<file path="src/rtl/spare_remap.sv">
module spare_remap #(
  parameter int BANK_W    = 3,
  parameter int ROW_W     = 6,
  parameter int COL_W     = 4,
  parameter int N_ROW_SP  = 4,
  parameter int N_BANK_SP = 2
) (
  input  logic              clk,
  input  logic              rst,
  input  logic              flt_valid,
  input  logic              flt_large,
  input  logic [BANK_W-1:0] flt_bank,
  input  logic [ROW_W-1:0]  flt_row,
  input  logic              acc_valid,
  input  logic [BANK_W-1:0] acc_bank,
  input  logic [ROW_W-1:0]  acc_row,
  input  logic [COL_W-1:0]  acc_col,
  output logic              out_valid,
  output logic              out_ecc,
  output logic [BANK_W-1:0] out_bank,
  output logic [ROW_W-1:0]  out_row,
  output logic [COL_W-1:0]  out_col,
  output logic              row_exhausted,
  output logic              bank_exhausted
);
  localparam int RI_W = (N_ROW_SP  > 1) ? $clog2(N_ROW_SP)  : 1;
  localparam int BI_W = (N_BANK_SP > 1) ? $clog2(N_BANK_SP) : 1;
  localparam logic [BANK_W-1:0] ROW_REGION = BANK_W'(N_BANK_SP);

  logic [N_ROW_SP-1:0]  rv;
  logic [BANK_W-1:0]    rb [N_ROW_SP];
  logic [ROW_W-1:0]     rr [N_ROW_SP];
  logic [N_BANK_SP-1:0] bv;
  logic [BANK_W-1:0]    bb [N_BANK_SP];

  logic [N_ROW_SP-1:0]  row_hit, f_row_dup, f_row_inbank;
  logic [N_BANK_SP-1:0] bank_hit, f_bank_dup;

  for (genvar i = 0; i < N_ROW_SP; i++) begin : g_row
    assign row_hit[i]      = rv[i] && rb[i] == acc_bank && rr[i] == acc_row;
    assign f_row_dup[i]    = rv[i] && rb[i] == flt_bank && rr[i] == flt_row;
    assign f_row_inbank[i] = rv[i] && rb[i] == flt_bank;
  end
  for (genvar j = 0; j < N_BANK_SP; j++) begin : g_bank
    assign bank_hit[j]   = bv[j] && bb[j] == acc_bank;
    assign f_bank_dup[j] = bv[j] && bb[j] == flt_bank;
  end

  logic [RI_W-1:0] row_idx, rfree;
  logic [BI_W-1:0] bank_idx, bfree;
  always_comb begin
    row_idx = '0;
    rfree   = '0;
    for (int i = N_ROW_SP - 1; i >= 0; i--) begin
      if (row_hit[i]) row_idx = RI_W'(i);
      if (!rv[i])     rfree   = RI_W'(i);
    end
    bank_idx = '0;
    bfree    = '0;
    for (int j = N_BANK_SP - 1; j >= 0; j--) begin
      if (bank_hit[j]) bank_idx = BI_W'(j);
      if (!bv[j])      bfree    = BI_W'(j);
    end
  end

  wire small_req  = flt_valid && !flt_large && !(|f_bank_dup) && !(|f_row_dup);
  wire large_req  = flt_valid &&  flt_large && !(|f_bank_dup);
  wire row_alloc  = small_req && !(&rv);
  wire bank_alloc = large_req && !(&bv);

  always_ff @(posedge clk) begin
    if (rst) begin
      rv <= '0;
      bv <= '0;
      row_exhausted  <= 1'b0;
      bank_exhausted <= 1'b0;
    end else begin
      if (bank_alloc) begin
        bv[bfree] <= 1'b1;
        bb[bfree] <= flt_bank;
        rv <= rv & ~f_row_inbank;
      end
      if (row_alloc) begin
        rv[rfree] <= 1'b1;
        rb[rfree] <= flt_bank;
        rr[rfree] <= flt_row;
      end
      if (small_req && (&rv)) row_exhausted  <= 1'b1;
      if (large_req && (&bv)) bank_exhausted <= 1'b1;
    end
  end

  always_ff @(posedge clk) begin
    if (rst) begin
      out_valid <= 1'b0;
      out_ecc   <= 1'b0;
      out_bank  <= '0;
      out_row   <= '0;
      out_col   <= '0;
    end else begin
      out_valid <= acc_valid;
      out_col   <= acc_col;
      if (|bank_hit) begin
        out_ecc  <= 1'b1;
        out_bank <= BANK_W'(bank_idx);
        out_row  <= acc_row;
      end else if (|row_hit) begin
        out_ecc  <= 1'b1;
        out_bank <= ROW_REGION;
        out_row  <= ROW_W'(row_idx);
      end else begin
        out_ecc  <= 1'b0;
        out_bank <= acc_bank;
        out_row  <= acc_row;
      end
    end
  end

  // R2 latency
  a_r2_latency: assert property (@(posedge clk) disable iff (rst)
    acc_valid |=> out_valid);
  // R7 no duplicate row tags
  a_r7_row_onehot: assert property (@(posedge clk) disable iff (rst)
    $onehot0(row_hit));
  a_r7_bank_onehot: assert property (@(posedge clk) disable iff (rst)
    $onehot0(bank_hit));
  // R5 never both tables for one access
  a_r5_no_dual_hit: assert property (@(posedge clk) disable iff (rst)
    !((|row_hit) && (|bank_hit)));
  // R8 sticky and caused by a report
  a_r8_sticky: assert property (@(posedge clk) disable iff (rst)
    row_exhausted |=> row_exhausted);
  a_r8_cause: assert property (@(posedge clk) disable iff (rst)
    $rose(bank_exhausted) |-> $past(flt_valid && flt_large));
  // R10 column passthrough
  a_r10_col: assert property (@(posedge clk) disable iff (rst)
    acc_valid |=> out_col == $past(acc_col));
endmodule

</file>
<file path="config.mk">
export PLATFORM = sky130hd
export DESIGN_NAME = spare_remap
export DESIGN_NICKNAME = d
export VERILOG_FILES = /design/src/rtl/spare_remap.sv
export SDC_FILE = /design/constraint.sdc
export NUM_CORES = 1
export LEC_CHECK = 0
export ABC_AREA = 1
export BUFFER_PORTS_ARGS = -buffer_cell sky130_fd_sc_hd__buf_4
export CORE_ASPECT_RATIO = 0.9
export CORE_MARGIN = 2
export CORE_UTILIZATION = 43
export CTS_CLUSTER_DIAMETER = 120
export DETAILED_ROUTE_END_ITERATION = 7
export GPL_ROUTABILITY_DRIVEN = 1
export REMOVE_ABC_BUFFERS = 1
export SLEW_MARGIN = 0
export SYNTH_ARGS = -nofsm -noshare
export SYNTH_HDL_FRONTEND = slang
export SYNTH_SLANG_ARGS = --single-unit
</file>
<file path="constraint.sdc">
create_clock -name clk -period 3 [get_ports clk]
set_clock_uncertainty 0.2 [all_clocks]
set_input_delay 0.15 -clock clk [delete_from_list [all_inputs] [get_ports clk]]
set_output_delay 0.15 -clock clk [all_outputs]
set_load 0.02 [all_outputs]
</file>
==> impl_results.md, run 1 <==
- Cell Area, Synth: 3865 um2
- Max_cap viols: 0
- CTS tree: built
- DRC Markers: 0
- Max Slew Vio Count: 0
- Unrepaired setup endpoints after global routing: no
- Fmax: 401.3 MHz
- Post-synth ARST share: 0
- Tcrit/Tclk final: 0.8307
- Core area: 8648 um2
- Combinational group share of total power: 0.141
- Layout Nets: 615
- Finished Cell Area: 4755 um2
- Largest net degree at the start of global routing: 14
- Hold Vio Cnt, Final: 0
- Initial antenna violation count: 0
- CTS root buffer: clkbuf_8
- Worst-case clock buffer depth: 2
- Cell variety after synth: 37
- Post-route ant nets: 0
- DP Worst Slack: 0.6361 ns
- Rel. slew slack: 0.5104
- Syn avg cell area: 7.519 um2
- Die H: 93.94 um
- Pwr per Cell Area: 423.9 nW/um2
- Setup crit start kind: input port
- Post-Synthesis Cells: 514
- Placer Congestion: 0.9496
- Hold Crit Depth: 5
- CP required: 2.78 ns
- Die width: 103.9 um
- Worst-path clk slew: 0.07 ns
- Final Worst Setup Slack: 0.5079 ns
- Initial DRT Pass Iterations: 5
- CP endpoint kind: register
- Drt wl/cell: 15.82 um
- Initial core utilization: 0.4469
- Vias in the first global route: 3,217
- Critical Path AT: 2.27 ns
- Worst-Skew Late Latency: 0.35 ns
- Area after DPL: 4272 um2
- Yosys Warn Count: 0
- GR Overflow Total: 0
- CTS resizes: 0
- Die ar.: 9764 um2
- Pint: 0.001472 W
- Dpl hpwl: 8.468 mm
- Via Count: 3,579
- Clock power frac: 0.369
- # rows: 32
- Vias per cell: 5.027
- PortBufs: 43
- Syn-to-layout area delta: 23.02%
- Post-route minimum period: 2.492 ns
- Fin util: 0.5498
- Layout cells sized above 1: 0.1653
- CP max FO: 12
- H-Tree Depth: 3
- DR iter-0 viols: 291
- CTS Buf Count: 9
- Status: completed
- DRT Wirelength: 11.27 mm
- CTS sink cnt: 65
- Leak Pwr: 2.132 nW
- Ports: 44
- Ant diodes: 0
- R2R depth: 11
- Predominant post-synthesis flop cell: edfxtp_1
- #FFs+latches synth: 65
- Worst Setup Path Type: in -> reg
- VDD IR-drop max: 214.0 uV
- Worst-Margin Slew: 0.7317 ns
- Hold WC Path Type: in -> reg
- Net switching power: 0.0005434 W
- Fin Setup TNS: 0 ns
- Post-synth EDFFs: 42
- Sequential area share after synthesis: 0.4455
- GRT Total Usage: 0.2425
- Sw Ratio: 0.2696
- Final setup fails: 0
- First-pass GRT wire length: 17.60 mm
- Reg power frac: 0.490
## sequential cells by signal, summed over array words and instances, names as in the netlist
signal and flops:
row_exhausted 1, bb 6, out_col 4, rv 4, bv 2, bank_exhausted 1
out_ecc 1, out_valid 1, out_row 6, rr 24, rb 12, out_bank 3
## cell usage after synthesis, types with 2 or more instances
library cell / n / area share
nand2_1: 150 / 0.15
nor2_1: 85 / 0.083
inv_1: 51 / 0.050
edfxtp_1: 42 / 0.33
nand3_1: 26 / 0.034
dfxtp_1: 23 / 0.12
xnor2_1: 21 / 0.048
inv_2: 13 / 0.013
xor2_1: 13 / 0.029
o21ai_1: 11 / 0.014
nor3_1: 8 / 0.010
a21oi_1: 7 / 0.0091
nand4_1: 7 / 0.011
nor2_2: 7 / 0.011
buf_4: 6 / 0.012
o21ai_0: 6 / 0.0078
nand2_2: 5 / 0.0081
o21ai_2: 5 / 0.011
nand3b_1: 3 / 0.0058
o211ai_1: 3 / 0.0058
a21oi_2: 2 / 0.0045
nand2_4: 2 / 0.0058
nor2_4: 2 / 0.0058
nor3_2: 2 / 0.0052
or2_1: 2 / 0.0032
## layer usage
metal	vias up	GRT usage	routed length (um)
li1	1774	-	-
met1	1628	0.3453	5309
met2	166	0.3679	4796
met3	11	0.06380	1031
met4	0	0.05968	128
met5	-	0	0
## area by class of cell
type | instances | area [um2]
well taps | 119 | 148.9
multi-input cells | 375 | 1832
flip-flops and latches | 65 | 1722
repair buffers | 72 | 613.1
clock inverters | 7 | 68.82
fillers | 847 | 3894
inverters | 65 | 246.5
clock buffers | 9 | 123.9
## power groups by stage
stage	Clock [W]	Combinational (W)	Sequential, W
5_1_grt	0.000804	0.000312	0.000990
3_5_place_dp	0	0.000253	0.00101
6_report	0.000744	0.000284	0.000988
3_3_place_gp	0	0.000255	0.00101
4_1_cts	0.000757	0.000283	0.000987
2_1_floorplan	0	0.000123	0.00102
## cell usage in the layout (no fill, tap or decap), types with 2 or more instances in the layout
cell,count
nor3_2,2
nand3_1,26
inv_2,13
o21ai_0,6
o211ai_1,3
nand3b_1,3
a21oi_2,2
xor2_1,13
clkbuf_8,9
inv_1,51
nand4_1,7
nand2_1,150
nor2_1,85
nor3_1,8
nor2_2,7
nor2_4,2
nand2_4,2
xnor2_1,21
dfxtp_1,23
o21ai_1,11
buf_4,43
edfxtp_1,42
o21ai_2,5
or2_1,2
a21oi_1,7
dlygate4sd3_1,29
clkinv_2,2
nand2_2,5
## timing repair
item | in CTS | in global routing
buffers inserted | 0 | 0
endpoints found under the hold margin | 59 | 0
hold buffers | 29 | 0
## critical path: stages
cell and delay, ns:
dlygate4sd3_1 0.53, buf_4 0.22, inv_4 0.06, or2_0 0.20, nand3_1 0.09, nor2_1 0.07, nand2_2 0.07, nand2_2 0.06
nor2_4 0.12, nand2_4 0.10, nor2_1 0.58
## through the flow
step                cells  total power (W)  hold slack (ns)
floorplan             505         0.001140          0.01244
global placement      667         0.001262           0.1512
detailed placement    667         0.001261           0.1582
CTS                   712         0.002028          0.02910
global route          712         0.002107          0.06622
finish                712         0.002016          0.03752
## final timing paths
path              slack (ns)           from             to
hold / removal          0.04      flt_large          bv[1]
hold reg to reg         0.27  row_exhausted  row_exhausted
setup / recovery        0.51    flt_bank[1]       rb[1][2]
setup reg to reg        0.63       rr[2][0]       rb[1][2]
## logic make-up (layout without fill, tap and decap cells)
| family | Yosys count | after routing | share of synthesized area |
|---|---|---|---|
| AOI/OAI and AO/OA | 38 | 38 | 0.06022 |
| xor gates and xnor gates | 34 | 34 | 0.07705 |
| buffers and inverters | 74 | 153 | 0.08061 |
| DFF | 65 | 65 | 0.4455 |
| and+or+nand+nor | 303 | 303 | 0.3367 |
(Power assumes the default switching activity.)
==> run 2, diff against run 1 <==
==> constraint.sdc (replaced) <==
create_clock -name clk -period 2.35 [get_ports clk]
set_clock_uncertainty 0.2 [all_clocks]
set_input_delay 0.1175 -clock clk [delete_from_list [all_inputs] [get_ports clk]]
set_output_delay 0.1175 -clock clk [all_outputs]
set_load 0.02 [all_outputs]
==> run 2 against run 1 <==
Sequential cell count did not move. Non-clock buffer count rose by 6. Global-route usage decreased by 0.25 points. Sequential power up 28%. Critical path depth increased by 1. Clock power rose by 59%. Wire length shrank 1.5%. Combinational power grew 32%. Register-to-register slack worse by 0.31 ns. Design area up 2.3%. First-iteration DRC count is 19% lower. Total power increased by 40%.
==> impl_results.md, run 2 (same netlist as run 1, synthesis figures left out) <==
- Status: completed (unchanged)
- Storage cell area: 1722 um2 (unchanged)
- PortBufs: 43 (unchanged)
- Vias in the first global route: 3,347 (was 3,217)
- CP required: 2.20 ns (was 2.78 ns)
- CTS root buffer: clkbuf_8 (unchanged)
- H-Tree Depth: 3 (unchanged)
- Biggest register: rr (unchanged)
- Core area: 8648 um2 (unchanged)
- Via Count: 3,530 (was 3,579)
- Initial core utilization: 0.4469 (unchanged)
- CTS sink cnt: 65 (unchanged)
- Top flop regs: rr x24, rb x12 (unchanged)
- Final setup fails: 0 (unchanged)
- CP max FO: 12 (unchanged)
- Unrepaired setup endpoints after global routing: no (unchanged)
- Hold Vio Cnt, Final: 0 (unchanged)
- Vias per cell: 4.916 (was 5.027)
- Worst-path clk slew: 0.07 ns (about the same)
- Area of the multi-input gates: 1832 um2 (unchanged)
- GRT Total Usage: 0.2399 (was 0.2425)
- Fmax: 460.7 MHz
- Initial DRT Pass Iterations: 5 (unchanged)
- DRC Markers: 0 (unchanged)
- Post-route minimum period: 2.171 ns
- DRT Wirelength: 11.09 mm (was 11.27 mm)
- Layout Nets: 621 (was 615)
- Worst-Skew Late Latency: 0.34 ns (was 0.35 ns)
- Reg2Reg Setup Slack: 0.32 ns (was 0.63 ns)
- Initial antenna violation count: 0 (unchanged)
- Post-route ant nets: 0 (unchanged)
- Placer Congestion: 0.8456 (was 0.9496)
- Setup crit start kind: input port (unchanged)
- Tcrit/Tclk final: 0.9237
- Worst-Margin Slew: 0.3289 ns (was 0.7317 ns)
- Worst Setup Path Type: in -> reg (unchanged)
- # rows: 32 (unchanged)
- Rel. slew slack: 0.7799 (was 0.5104)
- Hold WC Path Type: in -> reg (unchanged)
- Most common cell after layout, fill and taps aside: nand2_1 (unchanged)
- Syn-to-layout area delta: 25.87% (was 23.02%)
- DR iter-0 viols: 235 (was 291)
- Critical Path AT: 2.02 ns (was 2.27 ns)
- VDD IR-drop max: 366.1 uV (was 214.0 uV)
- Max_cap viols: 0 (unchanged)
- Max Slew Vio Count: 0 (unchanged)
- CTS resizes: 0 (unchanged)
- Setup bufs post-CTS: 0 (unchanged)
- Layout cells sized above 1: 0.1703 (was 0.1653)
- Pwr per Cell Area: 578.1 nW/um2 (was 423.9 nW/um2)
- GR Overflow Total: 0 (unchanged)
- Power after layout: 0.002812 W (was 0.002016 W)
- Worst-case clock buffer depth: 2 (unchanged)
- Largest net degree at the start of global routing: 14 (unchanged)
- Leak Pwr: 2.187 nW (was 2.132 nW)
- CTS tree: built (unchanged)
- Die width: 103.9 um (unchanged)
- Filler cells: 828 (was 847)
- First-pass GRT wire length: 17.49 mm (was 17.60 mm)
- Dpl hpwl: 7.922 mm (was 8.468 mm)
- Die H: 93.94 um (unchanged)
- Drt wl/cell: 15.45 um (was 15.82 um)
- Ports: 44 (unchanged)
- Die ar.: 9764 um2 (unchanged)
- Commonest non-fill, non-tap cells in the layout: 150 x nand2_1, 85 x nor2_1, 51 x inv_1, 47 x buf_4, 42 x edfxtp_1 (was 150 x nand2_1, 85 x nor2_1, 51 x inv_1, 43 x buf_4, 42 x edfxtp_1)
- Hold Buf Count CTS: 31 (was 29)
- CP endpoint kind: register (unchanged)
- Fin Setup TNS: 0 ns (unchanged)
- CTS Buf Count: 9 (unchanged)
- Max reg flops: 24 (unchanged)
- Ant diodes: 0 (unchanged)
-- run 2: cell count changes in the layout (fill, tap and decap cells not counted) --
cell           delta
clkinv_2          -2
clkinv_4          -1
clkbuf_8          +2
bufinv_16         +2
dlygate4sd3_1     +2
inv_6             -1
buf_4             +4
-- run 2: per-layer routing --
layer  up-vias  track usage  wire length, um
met5         -            0                0
met4         0      0.08784              188
met3        16      0.04716              834
met2       148       0.4024             5157
met1      1573       0.3101             4912
li1       1793            -                -
-- run 2: path summary, 6_finish.rpt --
check	start	to	cells past startpoint
hold reg to reg	row_exhausted	row_exhausted	2
setup reg to reg	rb[0][1]	rr[3][3]	9
hold / removal	flt_valid	row_exhausted	7
setup / recovery	flt_bank[0]	rr[3][3]	12
-- run 2: power by group --
group          switching (W)  total [W]  leakage, nW  internal (W)
clock network       0.000420    0.00118        0.123      0.000759
registers          0.0000176    0.00126        0.569       0.00124
logic               0.000220   0.000374         1.49      0.000154
-- run 2: worst max-delay path, cell delays in order --
cell           delay (ns)
dlygate4sd3_1        0.54
buf_4                0.21
inv_2                0.10
nand2_1              0.06
nand2_1              0.07
nor2_1               0.04
nand4_1              0.10
nand3_1              0.11
nor2_2               0.22
nand2_4              0.13
nor2_1               0.14
buf_4                0.20
-- run 2: final cells by class --
| cell class | count | share of cell area |
|---|---|---|
| Clock buffer | 11 | 0.03112 |
| Clock inverter | 5 | 0.02083 |
| Inverter | 65 | 0.05067 |
| Multi-Input combinational cell | 375 | 0.3765 |
| Sequential cell | 65 | 0.3539 |
| Tap cell | 119 | 0.03061 |
| Timing Repair Buffer | 78 | 0.1363 |
-- run 2: metrics by stage --
stage               hold WS [ns]  instances  setup slack [ns]  cell area [um2]    util
global route              0.1225        718           0.03772             4865  0.5625
CTS                      0.09241        718            0.1865             4865  0.5625
global placement          0.1178        671            0.3882             4302  0.4974
floorplan               -0.02006        505            0.2669             3800       -
detailed placement        0.1229        671            0.3362             4302  0.4974
finish                    0.1033        718            0.1794             4865  0.5625
==> run 3, diff against run 2 <==
--- a/config.mk
+++ b/config.mk
@@ -13,6 +13,7 @@
 export CTS_CLUSTER_DIAMETER = 120
 export DETAILED_ROUTE_END_ITERATION = 7
 export GPL_ROUTABILITY_DRIVEN = 1
+export PLACE_DENSITY = 0.67
 export REMOVE_ABC_BUFFERS = 1
 export SLEW_MARGIN = 0
 export SYNTH_ARGS = -nofsm -noshare
==> run 3 against run 2 <==
Worst hold slack got worse by 0.093 ns. Core utilization is 0.62 points lower. Cell count is 0.14% lower. Sequential cell count is the same. Largest cell class unchanged. Non-clock buffer count is 1 lower. Largest power group unchanged. Maximum frequency grew 1.8%. Highest routed layer unchanged. Die area stayed put. Sequential share of layout area increased by 0.40 points. Design area fell by 1.1%. Via count rose by 1.4%.
==> impl_results.md, run 3 (same netlist as run 1, synthesis figures left out) <==
- Reg2Reg Setup Slack: 0.32 ns (about the same)
- Tcrit/Tclk final: 0.9075 (was 0.9237)
- CTS sink cnt: 65 (unchanged)
- Syn-to-layout area delta: 24.47% (was 25.87%)
- CTS tree: built (unchanged)
- Setup bufs post-CTS: 0 (unchanged)
- Dpl hpwl: 7.728 mm (was 7.922 mm)
- Most common cell after layout, fill and taps aside: nand2_1 (unchanged)
- Worst R2R Start: rb[0][1] (unchanged)
- Critical Path AT: 1.99 ns (was 2.02 ns)
- Hold Vio Cnt, Final: 0 (unchanged)
- CP endpoint kind: register (unchanged)
- Die width: 103.9 um (unchanged)
- Placer Congestion: 0.9223 (was 0.8456)
- Max_cap viols: 0 (unchanged)
- Top flop regs: rr x24, rb x12 (unchanged)
- RR Endpoint: rr[3][1] (was rr[3][3])
- CTS Buf Count: 9 (unchanged)
- Commonest non-fill, non-tap cells in the layout: 150 x nand2_1, 85 x nor2_1, 51 x inv_1, 48 x buf_4, 42 x edfxtp_1 (was 150 x nand2_1, 85 x nor2_1, 51 x inv_1, 47 x buf_4, 42 x edfxtp_1)
- Vias in the first global route: 3,413 (was 3,347)
- DR iter-0 viols: 257 (was 235)
- Unrepaired setup endpoints after global routing: no (unchanged)
- Setup crit start kind: input port (unchanged)
- # rows: 32 (unchanged)
- CP most frequent cell: nand2_1
- Worst-Skew Late Latency: 0.34 ns (about the same)
- Post-route ant nets: 0 (unchanged)
- Post-route minimum period: 2.133 ns (was 2.171 ns)
- CP max FO: 9 (was 12)
- Pwr per Cell Area: 551.1 nW/um2 (was 578.1 nW/um2)
- Fin Setup TNS: 0 ns (unchanged)
- Layout cells sized above 1: 0.1689 (was 0.1703)
- Drt wl/cell: 14.96 um (was 15.45 um)
- Worst-Margin Slew: 0.3594 ns (was 0.3289 ns)
- VDD IR-drop max: 297.3 uV (was 366.1 uV)
- DRC Markers: 0 (unchanged)
- CP required: 2.20 ns (about the same)
- Power after layout: 0.002651 W (was 0.002812 W)
- Worst Setup SP: flt_row[5] (was flt_bank[0])
- Ports: 44 (unchanged)
- Largest net degree at the start of global routing: 14 (unchanged)
- First-pass GRT wire length: 17.10 mm (was 17.49 mm)
- Hold Buf Count CTS: 29 (was 31)
- Initial core utilization: 0.4469 (unchanged)
- Die ar.: 9764 um2 (unchanged)
- Crit path cell chain: dlygate4sd3_1 > buf_4 > inv_2 > nand2_1 > nand2_1 > nor2_1 > nand2_1 > nor2_1 > nand2_1 > nand2_2 > nor2_4 > nand2_4 > nor2_1 > buf_4 (was dlygate4sd3_1 > buf_4 > inv_2 > nand2_1 > nand2_1 > nor2_1 > nand4_1 > nand3_1 > nor2_2 > nand2_4 > nor2_1 > buf_4)
- Final setup fails: 0 (unchanged)
- Largest stage delay, worst path: 0.54 ns (about the same)
- Worst Setup Path Type: in -> reg (unchanged)
- Layout Nets: 620 (was 621)
- Via Count: 3,580 (was 3,530)
- Worst-path clk slew: 0.07 ns (about the same)
- Worst-case clock buffer depth: 2 (unchanged)
- Fmax: 468.9 MHz (was 460.7 MHz)
- Biggest register: rr (unchanged)
- Rel. slew slack: 0.7602 (was 0.7799)
- GRT Total Usage: 0.2331 (was 0.2399)
- Initial antenna violation count: 0 (unchanged)
- Slowest-stage cell, CP: dlygate4sd3_1 (unchanged)
- DRT Wirelength: 10.73 mm (was 11.09 mm)
- Vias per cell: 4.993 (was 4.916)
- Core area: 8648 um2 (unchanged)
- Initial DRT Pass Iterations: 5 (unchanged)
- Hold WC Path Type: in -> reg (unchanged)
- Max reg flops: 24 (unchanged)
- R2R depth: 9 (unchanged)
- Leak Pwr: 2.163 nW (was 2.187 nW)
- H-Tree Depth: 3 (unchanged)
- Setup crit end: rr[3][1] (was rr[3][3])
- Die H: 93.94 um (unchanged)
- Max Slew Vio Count: 0 (unchanged)
- Ant diodes: 0 (unchanged)
- PortBufs: 43 (unchanged)
- GR Overflow Total: 0 (unchanged)
- Filler cells: 815 (was 828)
- CTS resizes: 0 (unchanged)
- Status: completed (unchanged)
- CTS root buffer: clkbuf_8 (unchanged)
run 3: how the worst min path moves through the flow:
stage	startpoint	end	slack, ns	cells past startpoint
finish	flt_large	bv[1]	0.01	5
global route	flt_large	bv[1]	0.03	5
CTS	flt_large	bv[1]	0.003	5
detailed placement	acc_col[2]	out_col[2]	0.13	3
global placement	acc_col[1]	out_col[1]	0.12	3
floorplan	rst	row_exhausted	-0.02	1
run 3: metal layers:
| metal | part of all wire | GRT usage |
|---|---|---|
| met1 | 0.45 | 0.2970 |
| met4 | 0.033 | 0.1081 |
| met5 | 0 | 0 |
| met2 | 0.44 | 0.3838 |
| met3 | 0.076 | 0.04785 |
run 3: through the flow:
stage               hold slack [ns]  cell area, um2  utilization  cells  setup slack [ns]
finish                      0.01018            4811       0.5563    717            0.2174
detailed placement           0.1292            4309       0.4983    672            0.3441
global placement             0.1226            4309       0.4983    672            0.3971
floorplan                  -0.02006            3800            -    505            0.2669
CTS                        0.002926            4811       0.5563    717            0.2284
global route                0.03206            4811       0.5563    717           0.06847
run 3: area by class of cell:
type / instances / area (um2) / area share
Inverter: 65 / 246.5 / 0.05124
Multi-Input combinational cell: 375 / 1832 / 0.3808
Clock buffer: 11 / 131.4 / 0.02731
Sequential cell: 65 / 1722 / 0.3579
Clock inverter: 5 / 80.08 / 0.01665
Tap cell: 119 / 148.9 / 0.03095
Timing Repair Buffer: 77 / 650.6 / 0.1352
run 3: power by group:
| group | switching [W] | internal, W |
|---|---|---|
| Sequential | 0.0000156 | 0.00124 |
| Combinational | 0.000223 | 0.000153 |
| Clock | 0.000422 | 0.000596 |
| Total | 0.000660 | 0.00199 |
run 3: critical path: cells and delay by family:
| family | cells | cell delay, ns |
|---|---|---|
| buffers and inverters | 4 | 1.06 |
| AND/OR/NAND/NOR | 10 | 0.82 |
